<file path="src/rtl/adc_bus_pkg.sv">
package adc_bus_pkg;
  typedef enum logic [1:0] {
    ST_IDLE  = 2'd0,
    ST_RCONV = 2'd1,
    ST_WLOW  = 2'd2,
    ST_WFINE = 2'd3
  } ctl_state_e;

  localparam int unsigned LN_CS   = 0;
  localparam int unsigned LN_RD   = 1;
  localparam int unsigned LN_WR   = 2;
  localparam int unsigned LN_MODE = 3;
  localparam int unsigned LN_PD   = 4;
  localparam int unsigned LN_NUM  = 5;
endpackage

</file>
<file path="src/rtl/adc_bus_sync.sv">
module adc_bus_sync #(
  parameter int unsigned WIDTH = 5,
  parameter int unsigned STAGES = 2,
  parameter logic [WIDTH-1:0] RST_VAL = '0
) (
  input  logic             clk,
  input  logic             rst_n,
  input  logic [WIDTH-1:0] raw_i,
  output logic [WIDTH-1:0] lvl_o,
  output logic [WIDTH-1:0] rise_o,
  output logic [WIDTH-1:0] fall_o
);
  for (genvar b = 0; b < WIDTH; b++) begin : g_bit
    logic [STAGES-1:0] chain;
    logic              last;
    always_ff @(posedge clk or negedge rst_n) begin
      if (!rst_n) begin
        chain <= {STAGES{RST_VAL[b]}};
        last  <= RST_VAL[b];
      end else begin
        chain <= {chain[STAGES-2:0], raw_i[b]};
        last  <= chain[STAGES-1];
      end
    end
    assign lvl_o[b]  = chain[STAGES-1];
    assign rise_o[b] = chain[STAGES-1] & ~last;
    assign fall_o[b] = ~chain[STAGES-1] & last;
  end
endmodule

</file>
<file path="src/rtl/adc_bus_timer.sv">
module adc_bus_timer #(
  parameter int unsigned CW = 6
) (
  input  logic          clk,
  input  logic          rst_n,
  input  logic          load_i,
  input  logic [CW-1:0] val_i,
  output logic          done_o
);
  logic [CW-1:0] cnt_q;
  always_ff @(posedge clk or negedge rst_n) begin
    if (!rst_n)             cnt_q <= '0;
    else if (load_i)        cnt_q <= val_i;
    else if (cnt_q != '0)   cnt_q <= cnt_q - 1'b1;
  end
  assign done_o = (cnt_q == CW'(1));
endmodule

</file>
<file path="src/rtl/adc_bus_wake.sv">
module adc_bus_wake #(
  parameter int unsigned WAKE_CYC = 10,
  parameter int unsigned ACQ_CYC  = 8
) (
  input  logic clk,
  input  logic rst_n,
  input  logic pd_i,
  output logic ready_o
);
  localparam int unsigned TOTAL = WAKE_CYC + ACQ_CYC;
  localparam int unsigned CW    = $clog2(TOTAL + 1);

  logic [CW-1:0] hold_q;
  always_ff @(posedge clk or negedge rst_n) begin
    if (!rst_n)              hold_q <= '0;
    else if (pd_i)           hold_q <= CW'(TOTAL);
    else if (hold_q != '0)   hold_q <= hold_q - 1'b1;
  end
  assign ready_o = !pd_i && (hold_q == '0);
endmodule

</file>
<file path="src/rtl/adc_bus_ctrl.sv">
module adc_bus_ctrl
  import adc_bus_pkg::*;
#(
  parameter int unsigned NIB_W       = 4,
  parameter int unsigned SYNC_STAGES = 2,
  parameter int unsigned RD_CONV_CYC = 35,
  parameter int unsigned FINE_CYC    = 19,
  parameter int unsigned WAKE_CYC    = 10,
  parameter int unsigned ACQ_CYC     = 8
) (
  input  logic               clk,
  input  logic               rst_n,
  input  logic               cs_n,
  input  logic               rd_n,
  input  logic               wr_n,
  input  logic               mode_i,
  input  logic               pd_i,
  input  logic [NIB_W-1:0]   coarse_i,
  input  logic [NIB_W-1:0]   fine_i,
  output logic [2*NIB_W-1:0] data_o,
  output logic               data_oe,
  output logic               int_n,
  output logic               rdy_pull,
  output logic               seq_start,
  output logic               seq_fine
);
  localparam int unsigned DW    = 2 * NIB_W;
  localparam int unsigned TMAX  = (RD_CONV_CYC > FINE_CYC) ? RD_CONV_CYC : FINE_CYC;
  localparam int unsigned TCW   = $clog2(TMAX + 1);
  localparam logic [LN_NUM-1:0] SYNC_RST = 5'b00111;

  logic [LN_NUM-1:0] raw, lvl, rise, fall;
  assign raw = {pd_i, mode_i, wr_n, rd_n, cs_n};

  adc_bus_sync #(.WIDTH(LN_NUM), .STAGES(SYNC_STAGES), .RST_VAL(SYNC_RST)) u_sync (
    .clk(clk), .rst_n(rst_n), .raw_i(raw), .lvl_o(lvl), .rise_o(rise), .fall_o(fall)
  );

  logic sel, rd_act, mode_s, pd_s;
  logic rd_fall, rd_rise, wr_fall, wr_rise, cs_fall, cs_rise;
  assign sel     = !lvl[LN_CS];
  assign rd_act  = !lvl[LN_RD];
  assign mode_s  = lvl[LN_MODE];
  assign pd_s    = lvl[LN_PD];
  assign rd_fall = fall[LN_RD];
  assign rd_rise = rise[LN_RD];
  assign wr_fall = fall[LN_WR];
  assign wr_rise = rise[LN_WR];
  assign cs_fall = fall[LN_CS];
  assign cs_rise = rise[LN_CS];

  logic awake;
  adc_bus_wake #(.WAKE_CYC(WAKE_CYC), .ACQ_CYC(ACQ_CYC)) u_wake (
    .clk(clk), .rst_n(rst_n), .pd_i(pd_s), .ready_o(awake)
  );

  ctl_state_e      state_q;
  logic [DW-1:0]   result_q;
  logic            int_q, rdy_q, start_q, fine_q;
  logic            go_rd, go_wr, coarse_take, fine_take;
  logic            tmr_load, tmr_done;
  logic [TCW-1:0]  tmr_val;

  assign go_rd = (state_q == ST_IDLE) && !mode_s && sel && rd_fall && awake;
  assign go_wr = (state_q == ST_IDLE) &&  mode_s && sel && wr_fall && awake;
  assign coarse_take = (state_q == ST_WLOW) && wr_rise;
  assign fine_take   = (state_q == ST_WFINE) && ((sel && rd_fall) || tmr_done);

  assign tmr_load = go_rd || coarse_take;
  assign tmr_val  = go_rd ? TCW'(RD_CONV_CYC) : TCW'(FINE_CYC);

  adc_bus_timer #(.CW(TCW)) u_tmr (
    .clk(clk), .rst_n(rst_n), .load_i(tmr_load), .val_i(tmr_val), .done_o(tmr_done)
  );

  always_ff @(posedge clk or negedge rst_n) begin
    if (!rst_n) begin
      state_q  <= ST_IDLE;
      result_q <= '0;
      int_q    <= 1'b1;
      rdy_q    <= 1'b0;
      start_q  <= 1'b0;
      fine_q   <= 1'b0;
    end else begin
      start_q <= 1'b0;
      fine_q  <= 1'b0;
      if (rd_rise || cs_rise) int_q <= 1'b1;
      if (mode_s || cs_rise)  rdy_q <= 1'b0;
      else if (cs_fall)       rdy_q <= 1'b1;
      case (state_q)
        ST_IDLE: begin
          if (go_rd) begin
            state_q <= ST_RCONV;
            start_q <= 1'b1;
            int_q   <= 1'b1;
          end else if (go_wr) begin
            state_q <= ST_WLOW;
            start_q <= 1'b1;
            int_q   <= 1'b1;
          end
        end
        ST_RCONV: begin
          if (tmr_done) begin
            result_q <= {coarse_i, fine_i};
            int_q    <= 1'b0;
            rdy_q    <= 1'b0;
            state_q  <= ST_IDLE;
          end
        end
        ST_WLOW: begin
          if (coarse_take) begin
            result_q[DW-1:NIB_W] <= coarse_i;
            fine_q               <= 1'b1;
            state_q              <= ST_WFINE;
          end
        end
        ST_WFINE: begin
          if (fine_take) begin
            result_q[NIB_W-1:0] <= fine_i;
            int_q               <= 1'b0;
            state_q             <= ST_IDLE;
          end
        end
        default: state_q <= ST_IDLE;
      endcase
    end
  end

  assign data_o    = result_q;
  assign data_oe   = sel && rd_act;
  assign int_n     = int_q;
  assign rdy_pull  = rdy_q;
  assign seq_start = start_q;
  assign seq_fine  = fine_q;
endmodule

</file>
<file path="config.mk">
export PLATFORM = sky130hd
export DESIGN_NAME = adc_bus_ctrl
export DESIGN_NICKNAME = d
export VERILOG_FILES = /design/src/rtl/adc_bus_pkg.sv /design/src/rtl/adc_bus_sync.sv /design/src/rtl/adc_bus_timer.sv /design/src/rtl/adc_bus_wake.sv /design/src/rtl/adc_bus_ctrl.sv
export SDC_FILE = /design/constraint.sdc
export NUM_CORES = 1
export LEC_CHECK = 0
export ABC_CLOCK_PERIOD_IN_PS = 4310
export CAP_MARGIN = 25
export CORE_MARGIN = 2
export CORE_UTILIZATION = 39
export DETAILED_ROUTE_END_ITERATION = 6
export GPL_ROUTABILITY_DRIVEN = 0
export PLACE_DENSITY = 0.65
export SKIP_LAST_GASP = 1
export SLEW_MARGIN = 10
export SYNTH_ARGS = -nofsm -noshare
export SYNTH_HDL_FRONTEND = slang
export SYNTH_SLANG_ARGS = --single-unit
</file>
<file path="constraint.sdc">
create_clock -name clk -period 4.31 [get_ports clk]
set_clock_uncertainty 0.05 [all_clocks]
set_input_delay 1.0775 -clock clk [delete_from_list [all_inputs] [get_ports clk]]
set_output_delay 1.0775 -clock clk [all_outputs]
set_load 0.05 [all_outputs]
</file>
==> results.cfg, run 1 <==
[outcome]
run_status = completed

[critical_path]
setup.worst_path.start_class = flop
worstPathCellList = nor2_1 > clkdlybuf4s50_1
worstSetupEndpointType = output port
critical_path.reg2reg.startpoint = u_wake.hold_q[0]
timing.critical_path.required_ns = 3.18
slowest_stage = sky130_fd_sc_hd__clkdlybuf4s50_1
critical_path.max_fanout = 6
timing.setup.critical_path_class = flop to output port
worst_ep_arrival_time_ns = 1.61
cp_top_family = buffers and inverters
max_stage_delay_ns = 0.69
critPathBufInv = 1
worstSetupStartpoint = u_sync.g_bit[0].chain[1]

[sta]
slew_violations = 0
totalNegativeSetupSlack_ns = 0
tightest_slew_margin_relative_to_the_limit_pct = 63.35
rsz0062_at_grt = false
post_layout_worst_setup_margin_ns = 1.573
final.period_utilization_pct = 63.51
post-route-min-period_ns = 2.737
setup_viol_count_final = 0
timing.fmax_mhz = 365.3
final-hold-violation-count = 0
tightestPinTransition_ns = 0.5461

[floorplan]
floorplan.core_area_um2 = 3943
die_area_um2 = 4557
die_w_um = 67.51
floorplan.initialDensity_pct = 39.89
die-height_um = 67.51
io_pins = 28
fp-row-count = 23

[detailed_routing]
viasPerCell = 4.981
detailedRoute.firstPassIterationCount = 4
via_count = 1046
wl_per_cell_um = 12.67
detailedRoute.firstIterationViolations = 42
drcViolationCount = 0
routed_wirelength_mm = 2.661
ant_nets = 0

[clocking]
tritoncts = done
cts.repair.resized = 0
cts_buf_count = 5
cts_root_buffer = sky130_fd_sc_hd__clkbuf_8
clock_input_transition_at_the_sequential_cells_of_the_worst_setup_and_hold_paths_ns = 0.07
clk_latency_worst_skew_pair_ns = 0.28
cts-htree-levels = 2
clk_path_buf_depth = 2
postCtsHoldBufs = 0
cts.sink_count = 38
cts_setup_buffers = 0

[grt]
grt_max_degree = 39
grt_pass1_vias = 967
globalRouteOverflowTotal = 0
grt_use_total_pct = 12.97
global_route_wire_length_before_repair_mm = 4.291
number_of_antenna_violations_at_the_first_check_in_global_routing = 0

[power_and_ir_drop]
total_power_w = 0.001185
vdd_ir_drop_max_mv = 0.3949
total_leakage_power_nw = 0.8521
power_density_nw_per_um2 = 597.8

[synth]
yosysUniqueCellTypes = 37
synthesis.area_um2 = 1573
synth_cells = 126
yosysWarningCount = 0
synth_area_per_cell_um2 = 12.48
number_of_synthesized_register_bits = 38
synth-seq-area-share_pct = 61.26
synthesis.nets = 145

[final_layout]
layout_common_cells = sky130_fd_sc_hd__dfrtp_1, sky130_fd_sc_hd__clkdlybuf4s50_1, sky130_fd_sc_hd__nor2_1, sky130_fd_sc_hd__dfstp_2, sky130_fd_sc_hd__mux2_2
post_route_cells_drive_above_1_share_pct = 20.00
insertedDiodeCount = 0
layout_commonest_cell = sky130_fd_sc_hd__dfrtp_1
finalNetCount = 178
area_growth_syn_to_layout_pct = 26.01

[min_path]
min-delay-start = u_sync.g_bit[3].chain[0]
holdCritPathClass = flop to flop

[place]
dpl_worst_slack_ns = 1.871
dp.final_hpwl_mm = 1.966
numPortBuffers = 27

[flow_run]
max_cap_viol_count = 0
[through the flow]
step	utilization (%)	std cells	area (µm²)	hold slack, ns
global route	50.27	210	1982	0.3140
CTS	50.27	210	1982	0.3082
floorplan	-	126	1573	0.2812
detailed placement	48.14	202	1898	0.2910
global placement	48.14	202	1898	0.2860
finish	50.27	210	1982	0.3045
[flip-flops by register name (all words and copies together) (netlist names)]
name and cells:
state_q 2, rdy_pull 1, u_tmr.cnt_q 6, seq_fine 1
u_sync.g_bit.chain 10, u_wake.hold_q 5, u_sync.g_bit.last 3, int_n 1
seq_start 1, data_o 8
[per-layer routing]
layer / track usage, % / part of all wire, % / up-vias
met5: 0 / 0 / -
met4: 5.357 / 0.38 / 0
met3: 5.833 / 4.7 / 2
met2: 21.08 / 50 / 27
met1: 14.79 / 45 / 510
li1: - / - / 507
[synth_stat cells, drive strengths merged]
cell	number	area (µm²)
a211o	1	8.760
a211oi	2	15.01
a21o	2	15.01
a21oi	6	30.03
a22o	1	8.760
a311oi	1	8.760
a31oi	1	6.260
and2	2	12.51
and3	1	6.260
and4b	1	10.01
buf	1	11.26
clkbuf	1	3.750
dfrtp	28	700.7
dfstp	10	262.8
ha	4	50.05
inv	7	26.28
mux2	9	101.4
mux2i	1	10.01
nand2	5	18.77
nand2b	1	6.260
nand3	1	5.000
nand3b	1	7.510
nor2	19	71.32
nor3	2	10.01
nor3b	1	7.510
nor4	1	21.27
nor4b	1	23.77
o21ai	3	15.01
o21bai	1	7.510
o32ai	1	8.760
or2	2	12.51
or3	3	18.77
or3b	1	8.760
or4b	1	13.76
or4bb	1	11.26
xnor2	2	17.52
[where the power goes]
group	internal [W]	leakage, nW	total, W	switching, W
Sequential	0.000447	0.446	0.000514	0.0000673
Combinational	0.000181	0.368	0.000442	0.000261
Clock	0.000114	0.0385	0.000229	0.000115
[path summary, 6_finish.rpt]
path / slack, ns / end / cells after the start
worst min register to register: 0.30 / u_sync.g_bit[3].chain[1] / 0
worst min-delay path: 0.30 / u_sync.g_bit[3].chain[1] / 0
worst max register to register: 2.37 / u_tmr.cnt_q[2] / 6
min in group asynchronous: 1.16 / data_o[7] / 2
worst max-delay path: 1.57 / data_oe / 2
max in group asynchronous: 2.70 / u_sync.g_bit[1].chain[1] / 2
[final cells by class]
type / instances / area, µm²
clock buffer: 7 / 76.32
clock inverter: 1 / 7.507
fill: 333 / 1961
inverter: 7 / 26.28
multi-input combinational: 79 / 568.0
sequential: 38 / 963.4
tap: 50 / 62.56
timing repair buffer: 28 / 277.8
[kinds of logic after synthesis]
group / share of synthesized area, %
buffers and inverters: 2.625
AO/OA/AOI/OAI: 7.876
multiplexers: 7.081
flip-flops: 61.26
adder cells (fa/ha/maj): 3.182
XOR/XNOR: 1.114
AND/OR/NAND/NOR: 16.87
[worst register-to-register path, stage by stage, from the launching register on]
cell                      delay (ns)
sky130_fd_sc_hd__dfrtp_1        0.40
sky130_fd_sc_hd__inv_1          0.09
sky130_fd_sc_hd__ha_1           0.17
sky130_fd_sc_hd__or4b_4         0.54
sky130_fd_sc_hd__nor4_4         0.34
sky130_fd_sc_hd__or2_2          0.19
sky130_fd_sc_hd__a21oi_1        0.04
No activity file was read; power rests on OpenSTA's default activity.
==> inputs of run 2 (changes only) <==
ABC_CLOCK_PERIOD_IN_PS = 2300   (was 4310)
PLACE_DENSITY = 0.68   (was 0.65)
clock period = 2.3 ns   (was 4.31 ns; I/O delays follow)
==> run 2 against run 1 <==
  * Worst setup slack got worse by 1.5 ns
  * Worst hold slack got worse by 0.0035 ns
  * Largest cell class unchanged
  * Count of clock-buffer cells in the layout down 2
  * First-iteration DRC count decreased by 33%
  * Critical path depth is 1 lower
  * Sequential share of layout area shrank 0.73 points
==> results.cfg, run 2 (synthesis gave the netlist of run 1 again) <==
[outcome]
run_status = completed

[floorplan]
fp-row-count = 23
die_area_um2 = 4557
io_pins = 28
floorplan.initialDensity_pct = 39.89
floorplan.core_area_um2 = 3943
die-height_um = 67.51
die_w_um = 67.51

[sta]
rsz0062_at_grt = false
timing.fmax_mhz = 445.5
final.period_utilization_pct = 97.59
tightest_slew_margin_relative_to_the_limit_pct = 65.36
final-hold-violation-count = 0
post-route-min-period_ns = 2.244
slew_violations = 0
tightestPinTransition_ns = 0.5161
setup_viol_count_final = 0
totalNegativeSetupSlack_ns = 0

[clocking]
cts.sink_count = 38
cts_setup_buffers = 0
cts_root_buffer = sky130_fd_sc_hd__clkbuf_8
cts_buf_count = 5
clock_input_transition_at_the_sequential_cells_of_the_worst_setup_and_hold_paths_ns = 0.07
cts.repair.resized = 0
cts-htree-levels = 2
tritoncts = done
clk_latency_worst_skew_pair_ns = 0.28
postCtsHoldBufs = 0
clk_path_buf_depth = 2

[place]
dp.final_hpwl_mm = 1.917
detailed_place.area_um2 = 1898
numPortBuffers = 27

[final_layout]
area_growth_syn_to_layout_pct = 27.92
final_area_um2 = 2012
layout_common_cells = sky130_fd_sc_hd__dfrtp_1, sky130_fd_sc_hd__clkdlybuf4s50_1, sky130_fd_sc_hd__nor2_1, sky130_fd_sc_hd__dfstp_2, sky130_fd_sc_hd__mux2_2
layout_commonest_cell = sky130_fd_sc_hd__dfrtp_1
post_route_cells_drive_above_1_share_pct = 21.25
insertedDiodeCount = 0
finalNetCount = 178
largest_reg_flops = 10
fill_cells = 339
max_flop_register = u_sync.g_bit.chain

[grt]
grt_use_total_pct = 13.62
number_of_antenna_violations_at_the_first_check_in_global_routing = 0
grt_max_degree = 39
globalRouteOverflowTotal = 0
global_route_wire_length_before_repair_mm = 4.519
grt_pass1_vias = 1054

[critical_path]
worstSetupEndpointType = output port
timing.setup.critical_path_class = flop to output port
worstPathCellList = clkdlybuf4s50_1
reg2reg_slack_ns = 0.37
worst_ep_arrival_time_ns = 1.62
cells_on_worst_reg2reg_path = 6
cp_top_family = buffers and inverters
critPathBufInv = 1
worstSetupPathDepth = 1
critical_path.max_fanout = 2
timing.critical_path.required_ns = 1.67
max_stage_delay_ns = 0.80
slowest_stage = sky130_fd_sc_hd__clkdlybuf4s50_1
setup.worst_path.start_class = flop

[power_and_ir_drop]
power_density_nw_per_um2 = 1163
vdd_ir_drop_max_mv = 0.6110
total_leakage_power_nw = 0.8640

[detailed_routing]
ant_nets = 0
viasPerCell = 4.948
via_count = 1039
wl_per_cell_um = 12.44
routed_wirelength_mm = 2.612
detailedRoute.firstPassIterationCount = 4
drcViolationCount = 0
detailedRoute.firstIterationViolations = 28

[min_path]
hold_depth = 0
holdCritPathClass = flop to flop

[flow_run]
max_cap_viol_count = 0
## run 2: final timing paths
kind,end,from
min reg2reg,u_sync.g_bit[4].chain[1],u_sync.g_bit[4].chain[0]
min,u_sync.g_bit[4].chain[1],u_sync.g_bit[4].chain[0]
max reg2reg,u_tmr.cnt_q[3],u_wake.hold_q[0]
max,int_n,int_n
min in group asynchronous,u_tmr.cnt_q[2],rst_n
max in group asynchronous,u_sync.g_bit[2].chain[0],rst_n
## run 2: where the power goes
part           switching (W)  internal [W]  leakage, nW
Combinational       0.000493      0.000341        0.368
Clock               0.000226      0.000322       0.0504
Sequential          0.000123      0.000837        0.446
Total               0.000841       0.00150        0.864
## run 2: metal layers
| layer | share of wire, % | GRT usage, % |
|---|---|---|
| met1 | 42 | 15.36 |
| met2 | 51 | 22.67 |
| met3 | 5.1 | 4.333 |
| met4 | 1.3 | 7.653 |
| met5 | 0 | 0 |
## run 2: final cells by class
type | instances | area [µm²] | share of cell area [%]
tap | 50 | 62.56 | 3.109
timing repair buffer | 28 | 277.8 | 13.81
sequential | 38 | 963.4 | 47.89
inverter | 7 | 26.28 | 1.306
multi-input combinational | 79 | 568.0 | 28.23
clock buffer | 5 | 68.82 | 3.420
clock inverter | 3 | 45.04 | 2.239
## run 2: per-stage QoR
step / hold WS (ns) / worst slack, ns / power, W / util, % / cells
after CTS: 0.3057 / 0.03399 / 0.002377 / 51.03 / 210
after global routing: 0.3123 / 0.006440 / 0.002491 / 51.03 / 210
after detailed placement: 0.2879 / 0.3483 / 0.001809 / 48.14 / 202
after floorplan: 0.2294 / 0.4533 / 0.001536 / - / 126
final: 0.3010 / 0.05552 / 0.002340 / 51.03 / 210
after global placement: 0.2845 / 0.3765 / 0.001765 / 48.14 / 202
